$ cat config.mk
export PLATFORM = sky130hd
export DESIGN_NAME = ddr3_boot_seq
export DESIGN_NICKNAME = d
export VERILOG_FILES = /design/src/rtl/ddr3_boot_pkg.sv /design/src/rtl/ddr3_boot_dp.sv /design/src/rtl/ddr3_boot_ctl.sv /design/src/rtl/ddr3_boot_seq.sv
export SDC_FILE = /design/constraint.sdc
export NUM_CORES = 1
export LEC_CHECK = 0
export BUFFER_PORTS_ARGS = -buffer_cell sky130_fd_sc_hd__buf_2
export CORE_MARGIN = 10
export CORE_UTILIZATION = 45
export CTS_CLUSTER_DIAMETER = 200
export DETAILED_ROUTE_END_ITERATION = 10
export GPL_ROUTABILITY_DRIVEN = 1
export PLACE_DENSITY = 0.79
export SLEW_MARGIN = 20
export SYNTH_ARGS = -nofsm -noshare
export SYNTH_HDL_FRONTEND = slang
export SYNTH_SLANG_ARGS = --single-unit
$ cat constraint.sdc
create_clock -name clk -period 2.65 [get_ports clk]
set_input_delay 0.795 -clock clk [delete_from_list [all_inputs] [get_ports clk]]
set_output_delay 0.795 -clock clk [all_outputs]
set_load 0.01 [all_outputs]
$ cat src/rtl/ddr3_boot_pkg.sv
package ddr3_boot_pkg;

  localparam int CMD_W       = 32;
  localparam int START_BIT   = 31;
  localparam int RANK_LSB    = 20;
  localparam int BANK_LSB    = 17;
  localparam int ADDR_LSB    = 4;
  localparam int OP_W        = 4;
  localparam int DLL_RST_BIT = 8;
  localparam int STEP_W      = 4;

  // step numbers of the command list
  localparam logic [STEP_W-1:0] STEP_DESEL = 4'd0;
  localparam logic [STEP_W-1:0] STEP_PREA  = 4'd1;
  localparam logic [STEP_W-1:0] STEP_MRA   = 4'd2;
  localparam logic [STEP_W-1:0] STEP_MRD   = 4'd5;
  localparam logic [STEP_W-1:0] STEP_ZQCL  = 4'd6;
  localparam logic [STEP_W-1:0] STEP_LAST  = 4'd9;

  typedef enum logic [OP_W-1:0] {
    OP_DESEL = 4'd0,
    OP_PREA  = 4'd1,
    OP_REF   = 4'd2,
    OP_MRS   = 4'd3,
    OP_ZQCS  = 4'd4,
    OP_ZQCL  = 4'd5,
    OP_RSTL  = 4'd6,
    OP_MRR   = 4'd8
  } cmdOp_t;

  typedef enum logic [2:0] {
    ST_IDLE,
    ST_SEND,
    ST_GAP,
    ST_TRAIN,
    ST_FIN,
    ST_FAULT
  } seqState_t;

  // strobes from control to datapath
  typedef struct packed {
    logic stepClr;
    logic stepInc;
    logic gapLoad;
    logic gapDec;
    logic toutClr;
    logic toutInc;
    logic refiSave;
    logic refiRestore;
    logic refiTrack;
  } dpCtl_t;

  // mode-register steps 2..5 target banks 2,3,1,0
  function automatic logic [1:0] mrBank(input logic [STEP_W-1:0] step);
    case (step)
      4'd2:    mrBank = 2'd2;
      4'd3:    mrBank = 2'd3;
      4'd4:    mrBank = 2'd1;
      default: mrBank = 2'd0;
    endcase
  endfunction

endpackage

$ cat src/rtl/ddr3_boot_dp.sv
module ddr3_boot_dp
  import ddr3_boot_pkg::*;
#(
  parameter int ADDR_W    = 13,
  parameter int BANK_W    = 3,
  parameter int RANK_W    = 2,
  parameter int REFI_W    = 16,
  parameter int DESEL_GAP = 16,
  parameter int TOUT_CYC  = 1024
) (
  input  logic                      clk,
  input  logic                      rstN,
  input  dpCtl_t                    ctl,
  input  logic [3:0][ADDR_W-1:0]    mrSet,
  input  logic [REFI_W-1:0]         refiIn,
  output logic [STEP_W-1:0]         stepIdx,
  output logic                      gapZero,
  output logic                      toutLast,
  output logic [CMD_W-1:0]          wordRaw,
  output logic [REFI_W-1:0]         refiOut
);

  localparam int GAP_W  = $clog2(DESEL_GAP + 1);
  localparam int TOUT_W = $clog2(TOUT_CYC + 1);

  logic [GAP_W-1:0]  gapCnt;
  logic [TOUT_W-1:0] toutCnt;
  logic [REFI_W-1:0] savedRefi;

  // step pointer
  always_ff @(posedge clk) begin
    if (!rstN)            stepIdx <= '0;
    else if (ctl.stepClr) stepIdx <= '0;
    else if (ctl.stepInc) stepIdx <= stepIdx + 1'b1;
  end

  // idle gap after the deselect
  always_ff @(posedge clk) begin
    if (!rstN)            gapCnt <= '0;
    else if (ctl.gapLoad) gapCnt <= GAP_W'(DESEL_GAP - 1);
    else if (ctl.gapDec)  gapCnt <= gapCnt - 1'b1;
  end
  assign gapZero = (gapCnt == '0);

  // acknowledge timeout
  always_ff @(posedge clk) begin
    if (!rstN)            toutCnt <= '0;
    else if (ctl.toutClr) toutCnt <= '0;
    else if (ctl.toutInc) toutCnt <= toutCnt + 1'b1;
  end
  assign toutLast = (toutCnt == TOUT_W'(TOUT_CYC - 1));

  // refresh interval override
  always_ff @(posedge clk) begin
    if (!rstN) begin
      savedRefi <= '0;
      refiOut   <= '0;
    end else if (ctl.refiSave) begin
      savedRefi <= refiIn;
      refiOut   <= '0;
    end else if (ctl.refiRestore) begin
      refiOut   <= savedRefi;
    end else if (ctl.refiTrack) begin
      refiOut   <= refiIn;
    end
  end

  // command word builder
  cmdOp_t             opSel;
  logic [BANK_W-1:0]  bankSel;
  logic [ADDR_W-1:0]  addrSel;

  always_comb begin
    opSel   = OP_DESEL;
    bankSel = '0;
    addrSel = '0;
    if (stepIdx == STEP_PREA) begin
      opSel = OP_PREA;
    end else if (stepIdx >= STEP_MRA && stepIdx <= STEP_MRD) begin
      opSel   = OP_MRS;
      bankSel = BANK_W'(mrBank(stepIdx));
      addrSel = mrSet[mrBank(stepIdx)];
      if (stepIdx == STEP_MRD) addrSel[DLL_RST_BIT] = 1'b1;
    end else if (stepIdx == STEP_ZQCL) begin
      opSel = OP_ZQCL;
    end else if (stepIdx > STEP_ZQCL) begin
      opSel = OP_REF;
    end
  end

  always_comb begin
    wordRaw                          = '0;
    wordRaw[START_BIT]               = 1'b1;
    wordRaw[RANK_LSB +: RANK_W]      = '1;
    wordRaw[BANK_LSB +: BANK_W]      = bankSel;
    wordRaw[ADDR_LSB +: ADDR_W]      = addrSel;
    wordRaw[OP_W-1:0]                = opSel;
  end

endmodule

$ cat src/rtl/ddr3_boot_ctl.sv
module ddr3_boot_ctl
  import ddr3_boot_pkg::*;
(
  input  logic               clk,
  input  logic               rstN,
  input  logic               startPulse,
  input  logic               cmdDone,
  input  logic [1:0]         trainDone,
  input  logic [STEP_W-1:0]  stepIdx,
  input  logic               gapZero,
  input  logic               toutLast,
  output dpCtl_t             ctl,
  output logic               cmdValid,
  output logic               trainStart,
  output logic               seqDone,
  output logic               seqErr
);

  seqState_t state, nxt;

  always_ff @(posedge clk) begin
    if (!rstN) state <= ST_IDLE;
    else       state <= nxt;
  end

  always_comb begin
    ctl        = '0;
    nxt        = state;
    cmdValid   = 1'b0;
    trainStart = 1'b0;
    seqDone    = 1'b0;
    seqErr     = 1'b0;
    case (state)
      ST_IDLE, ST_FIN, ST_FAULT: begin
        seqDone       = (state == ST_FIN);
        seqErr        = (state == ST_FAULT);
        ctl.refiTrack = (state != ST_FIN) || startPulse;
        if (startPulse) begin
          nxt         = ST_SEND;
          ctl.stepClr = 1'b1;
          ctl.toutClr = 1'b1;
        end
      end
      ST_SEND: begin
        cmdValid      = 1'b1;
        ctl.refiTrack = (stepIdx <= STEP_ZQCL);
        if (cmdDone) begin
          ctl.toutClr = 1'b1;
          if (stepIdx == STEP_DESEL) begin
            nxt         = ST_GAP;
            ctl.gapLoad = 1'b1;
          end else if (stepIdx == STEP_ZQCL) begin
            nxt          = ST_TRAIN;
            ctl.refiSave = 1'b1;
            ctl.stepInc  = 1'b1;
          end else if (stepIdx == STEP_LAST) begin
            nxt             = ST_FIN;
            ctl.refiRestore = 1'b1;
          end else begin
            ctl.stepInc = 1'b1;
          end
        end else if (toutLast) begin
          nxt = ST_FAULT;
        end else begin
          ctl.toutInc = 1'b1;
        end
      end
      ST_GAP: begin
        if (gapZero) begin
          nxt         = ST_SEND;
          ctl.stepInc = 1'b1;
        end else begin
          ctl.gapDec = 1'b1;
        end
      end
      ST_TRAIN: begin
        trainStart = 1'b1;
        if (trainDone == 2'b11) nxt = ST_SEND;
      end
      default: nxt = ST_IDLE;
    endcase
  end

endmodule

$ cat src/rtl/ddr3_boot_seq.sv
module ddr3_boot_seq
  import ddr3_boot_pkg::*;
#(
  parameter int ADDR_W    = 13,
  parameter int BANK_W    = 3,
  parameter int RANK_W    = 2,
  parameter int REFI_W    = 16,
  parameter int DESEL_GAP = 16,
  parameter int TOUT_CYC  = 1024
) (
  input  logic              clk,
  input  logic              rstN,
  input  logic              startPulse,
  input  logic [ADDR_W-1:0] mr0Val,
  input  logic [ADDR_W-1:0] mr1Val,
  input  logic [ADDR_W-1:0] mr2Val,
  input  logic [ADDR_W-1:0] mr3Val,
  input  logic              cmdDone,
  input  logic [1:0]        trainDone,
  input  logic [REFI_W-1:0] refiIn,
  output logic [CMD_W-1:0]  cmdWord,
  output logic              cmdValid,
  output logic              trainStart,
  output logic [REFI_W-1:0] refiOut,
  output logic              seqDone,
  output logic              seqErr
);

  dpCtl_t              ctl;
  logic [STEP_W-1:0]   stepIdx;
  logic                gapZero;
  logic                toutLast;
  logic [CMD_W-1:0]    wordRaw;
  logic [3:0][ADDR_W-1:0] mrSet;

  assign mrSet = {mr3Val, mr2Val, mr1Val, mr0Val};

  ddr3_boot_ctl u_ctl (
    .clk        (clk),
    .rstN       (rstN),
    .startPulse (startPulse),
    .cmdDone    (cmdDone),
    .trainDone  (trainDone),
    .stepIdx    (stepIdx),
    .gapZero    (gapZero),
    .toutLast   (toutLast),
    .ctl        (ctl),
    .cmdValid   (cmdValid),
    .trainStart (trainStart),
    .seqDone    (seqDone),
    .seqErr     (seqErr)
  );

  ddr3_boot_dp #(
    .ADDR_W    (ADDR_W),
    .BANK_W    (BANK_W),
    .RANK_W    (RANK_W),
    .REFI_W    (REFI_W),
    .DESEL_GAP (DESEL_GAP),
    .TOUT_CYC  (TOUT_CYC)
  ) u_dp (
    .clk      (clk),
    .rstN     (rstN),
    .ctl      (ctl),
    .mrSet    (mrSet),
    .refiIn   (refiIn),
    .stepIdx  (stepIdx),
    .gapZero  (gapZero),
    .toutLast (toutLast),
    .wordRaw  (wordRaw),
    .refiOut  (refiOut)
  );

  assign cmdWord = cmdValid ? wordRaw : '0;

endmodule

Word-level counts from Yosys, hierarchy flattened
Cells that the tools add are included.
Storage, ports and cells
  register bits: 55
  input bits: 74
  output and inout bits: 52
  logic and storage cells: 104
Cells by class
  $add $sub $neg: 3
  order comparisons: 5
  equal/unequal tests: 20
  mux-type cells: 55
  bitwise gates (word level): 1
  reductions and logical operators: 13
Operator list (count)
  $mux 13: 3
  $mux 16: 2
  $mux 32: 1
  $mux 3: 10
  $bmux 13 s2: 1
  $mux 1: 21
  $mux 4: 5
  $mux 2: 7
  $eq 4x3->1 const B: 3
  $pmux 3 s4: 1
  $add 11x1->11 const B: 1
  $eq 11x10->1 const B: 1
  $eq 4x2->1 const B: 2
  $le 4x3->1 const B: 2
  $reduce_or 2->1: 4
  $eq 3x2->1 const B: 2
  $eq 3x3->1 const B: 2
  $ne 3x3->1 const B: 2
  $pmux 1 s2: 3
  $pmux 2 s3: 1
  $logic_not 5->1: 1
  $ne 5x2->1 const B: 1
  $reduce_and 5->1: 1
  $sub 5x1->5 const B: 1
  other kinds (17): 19

Logic depth before layout (Yosys ltp)
  depth in word-level cells: 10
  mapped depth: 8
  mapped depth without buffers: 6

By module
From an unflattened synthesis, not the netlist that was laid out.
Second synthesis, totals
  cells, all modules: 430
  area total of the unflattened synthesis: 3920.0 um^2
Modules (own cells, without submodules)
  ddr3_boot_dp: times used 1, cells an instance 342, area an instance 3261.9 um^2, seq. area each 1041.0 um^2
  ddr3_boot_ctl: times used 1, cells an instance 53, area an instance 402.9 um^2, seq. area each 60.1 um^2
  ddr3_boot_seq: times used 1, cells an instance 35, area an instance 255.2 um^2, seq. area each 0.0 um^2

Worst setup path after synthesis
OpenSTA, ideal clock, no wires.
  kind: register to output
  start: register u_dp.stepIdx[1]
  end: output port cmdWord[10]
  data arrival time: 2.070 ns
  required time: 1.855 ns
  path slack: -0.215 ns
  stages on the path, launching flop included: 9
  path buffers: 2
  path through: dfxtp_1 > inv_1 > ha_1 > mux2i_1 > or2_1 > buf_6 > buf_6 > mux4_2 > nor2b_1
Between the ends
  longest elaborated chain between the ends: 9
  elaborated cells on any way between the ends: 15
  those cells by class: 2 x order compare; 4 x eq/ne; 8 x mux; 1 x reduce/logical
Ends and longest elaborated chain
  start: declaration: RTL line ddr3_boot_dp.sv:16  | output logic [STEP_W-1:0] stepIdx,
  start signal: assignment: RTL line ddr3_boot_dp.sv:34  | else if (ctl.stepInc) stepIdx <= stepIdx + 1'b1;
  $eq 4x3->1 or $eq 4x2->1 (tied branches): RTL line ddr3_boot_pkg.sv:55  | case (step)
  $pmux 2 s3: RTL line ddr3_boot_pkg.sv:55
  $mux 2: RTL line ddr3_boot_dp.sv:79  | end else if (stepIdx >= STEP_MRA && stepIdx <= STEP_MRD) begin
  $mux 2: RTL line ddr3_boot_dp.sv:77  | if (stepIdx == STEP_PREA) begin
  $bmux 13 s2: RTL line ddr3_boot_dp.sv:82  | addrSel = mrSet[mrBank(stepIdx)];
  $mux 13 (not written as such): RTL line ddr3_boot_dp.sv:82
  $mux 13: RTL line ddr3_boot_dp.sv:79
  $mux 13 (*): RTL line ddr3_boot_dp.sv:77
  $mux 32 (*): RTL line ddr3_boot_seq.sv:74  | assign cmdWord = cmdValid ? wordRaw : '0;
  end: declaration: RTL line ddr3_boot_seq.sv:21  | output logic [CMD_W-1:0] cmdWord,
Every way passes the cells marked *; elsewhere a longest branch is shown, timed or not. The select of a mux whose other input is x is not followed.

Worst setup path after layout
  start: register u_dp.stepIdx[1]
  end: output port cmdWord[14]
The elaborated chain is that of the path after synthesis.

==> flow_summary.toml <==
[timing]
hold_viol_final = 0
setup_slack_ns = -0.296
fin_setup_tns_ns = -3.53
fmax_ghz = 0.339
slew_headroom_pct = 60.0
fin_crit_ns = 2.95
finalSetupViolCount = 15
fin_worst_skew_ns = 0.00884
slew_violations = 0
worst_pin_slew_ns = 0.598
grt_setup_unrepaired = "yes"
finalHoldWorstSlack_ns = 0.460
finalCritPeriodShare_pct = 111

[pwr]
power_density_nw_per_um2 = 393
netSwitchingFraction_pct = 29.6
clockPowerShare_pct = 27.3
p_total_w = 0.00175
power_leakage_nw = 1.93
p_comb_share_pct = 22.3
vdd_ir_drop_max_mv = 0.381
switchingPower_w = 0.000519
seqPwrFrac_pct = 50.5
internal_power_w = 0.00123

[synthesis]
synth_cells = 395
syn-mean-instance-area_um2 = 8.47
async_reset_ff_share_pct = 0
syn_area_um2 = 3340
synth_cell_types = 61
ys.flop_type = "dfxtp_1"
yosysWarnings = 0
ys_seq_area_share_pct = 32.9
synth-edff-count = 0
ys_seq_elements = 55

[setup_path]
end_kind = "output port"
crit_fanout = 7
cp-start-kind = "register"
worst_r2r_path_depth = 10
required_ns = 1.86
path_class = "register to output port"
worstPathArrival_ns = 2.15

[layout]
final_cell_mix = "buf_2, nand2_1, dfxtp_1"
final_common_cell = "buf_2"
nets = 604
n_antenna_cell = 0
layout-drive-gt1-share_pct = 39.8
area_growth_pct = 33.2
postLayoutCoreUtil_pct = 61.4

[floorplanning]
core_area_um2 = 7250
io_pins = 126
fp-row-count = 31
fp.dieW_um = 106
fp.dieH_um = 106
dieArea_um2 = 11300
start_util_pct = 46.1

[detailed_routing]
wire_per_inst_um = 16.6
route.detailed.drc = 0
totalWireLength_um = 10300
viasPerCell = 5.48
num_vias = 3411
drt_iter0_drc = 183
ant_nets = 0
drt-pass1-iter-count = 4

[outcome]
violations = "negative setup slack"
outcome = "finished with violations"

[cts]
cts_hold_buf = 0
numCtsBuffers = 5
cts_tree = "done"
h-tree-depth = 2
cts_root_buffer = "clkbuf_8"
cts_sinks = 55
insertion_delay_ns = 0.31
clk_pin_slew_worst_paths_ns = 0.10
clk_path_buf_depth = 2

[place]
place_congestion = 0.965
io_buffers = 114
dpl.hpwl_um = 7720

[global_routing]
grt_use_total_pct = 16.8
first_global_vias = 3353
grt_max_degree = 33
antenna_found_initial = 0
globalRoute.totalOverflow = 0
grt_pass1_wl_um = 16300

[worst_hold_path]
hold_depth = 2
hp-class = "register to register"

[flow_run]
maxCapViolations = 0
final timing paths:
kind / from / end / slack [ns]
hold / removal: u_dp.savedRefi[3]$_SDFFE_PN0P_ / u_dp.savedRefi[3]$_SDFFE_PN0P_ / 0.46
setup / recovery: u_dp.stepIdx[1]$_SDFFE_PP0P_ / cmdWord[14] / -0.30
hold reg to reg: u_dp.savedRefi[3]$_SDFFE_PN0P_ / u_dp.savedRefi[3]$_SDFFE_PN0P_ / 0.46
setup reg to reg: u_dp.stepIdx[1]$_SDFFE_PP0P_ / u_dp.refiOut[15]$_SDFFE_PP0P_ / 0.45
kinds of logic after synthesis:
group / after synthesis / share of synthesized area, %
AND/OR/NAND/NOR: 179 / 27.8
adder cells (fa/ha/maj): 8 / 2.99
flip-flops: 55 / 32.9
AO/OA/AOI/OAI: 81 / 16.5
buffers and inverters: 46 / 7.78
multiplexers: 20 / 10.5
XOR/XNOR: 5 / 1.31
other: 1 / 0.112
sequential cells by signal, indices dropped and copies added, names as in the netlist:
| register | flops |
|---|---|
| u_dp.toutCnt | 11 |
| u_dp.stepIdx | 4 |
| u_dp.savedRefi | 16 |
| u_dp.gapCnt | 5 |
| u_dp.refiOut | 16 |
| u_ctl.state | 3 |
area by class of cell:
type	instances	area (µm²)
clock buffer	5	68.8
clock inverter	3	23.8
fill	618	2800
inverter	8	35.0
multi-input combinational	304	2170
sequential	55	1110
tap	99	124
timing repair buffer	148	926
synth_stat cells, drive strengths merged, types with 5 or more instances:
library cell	n	area, µm²
nand3	12	65.1
mux2i	7	70.1
nor2	27	101
and3	5	31.3
mux4	12	270
inv	8	30.0
a21oi	34	170
o21ai	10	50.0
dfxtp	55	1100
or4	6	45.0
nor2b	13	81.3
a311oi	16	140
nand2	76	285
o31ai	5	37.5
clkbuf	11	42.5
ha	8	100
nand2b	8	52.6
buf	27	188
per-stage QoR:
stage               cells  setup slack, ns  cell area (µm²)
floorplan             405          0.00601             3440
global placement      604           0.0665             4090
detailed placement    604         -0.00847             4090
CTS                   618           -0.329             4360
global route          622           -0.366             4460
finish                622           -0.296             4460
per-layer routing:
metal	track usage [%]	wire [µm]
met1	19.3	4310
met3	5.19	869
met4	3.87	144
met2	29.8	5020
met5	0	0
worst max-delay path: stages (launching register included):
cell and delay (ns):
dfxtp_4 0.39, inv_4 0.05, ha_4 0.15, mux2i_2 0.16
or2_4 0.18, buf_12 0.13, mux4_2 0.51, nor2b_4 0.15
buf_6 0.11
power by group through the flow:
stage                     clock [W]  sequential [W]  combinational [W]
after global routing       0.000524        0.000888           0.000425
after floorplan                   0        0.000910           0.000235
after detailed placement          0        0.000901           0.000375
after CTS                  0.000485        0.000883           0.000380
final                      0.000477        0.000883           0.000390
after global placement            0        0.000898           0.000367
repair_timing:
action	in CTS	in global routing
setup buffers	5	6
pin swaps	5	7
gates cloned	1	1
gates resized for setup	23	17
endpoints found under the setup margin	17	18
Note: power is estimated with default switching activity, not from simulation.
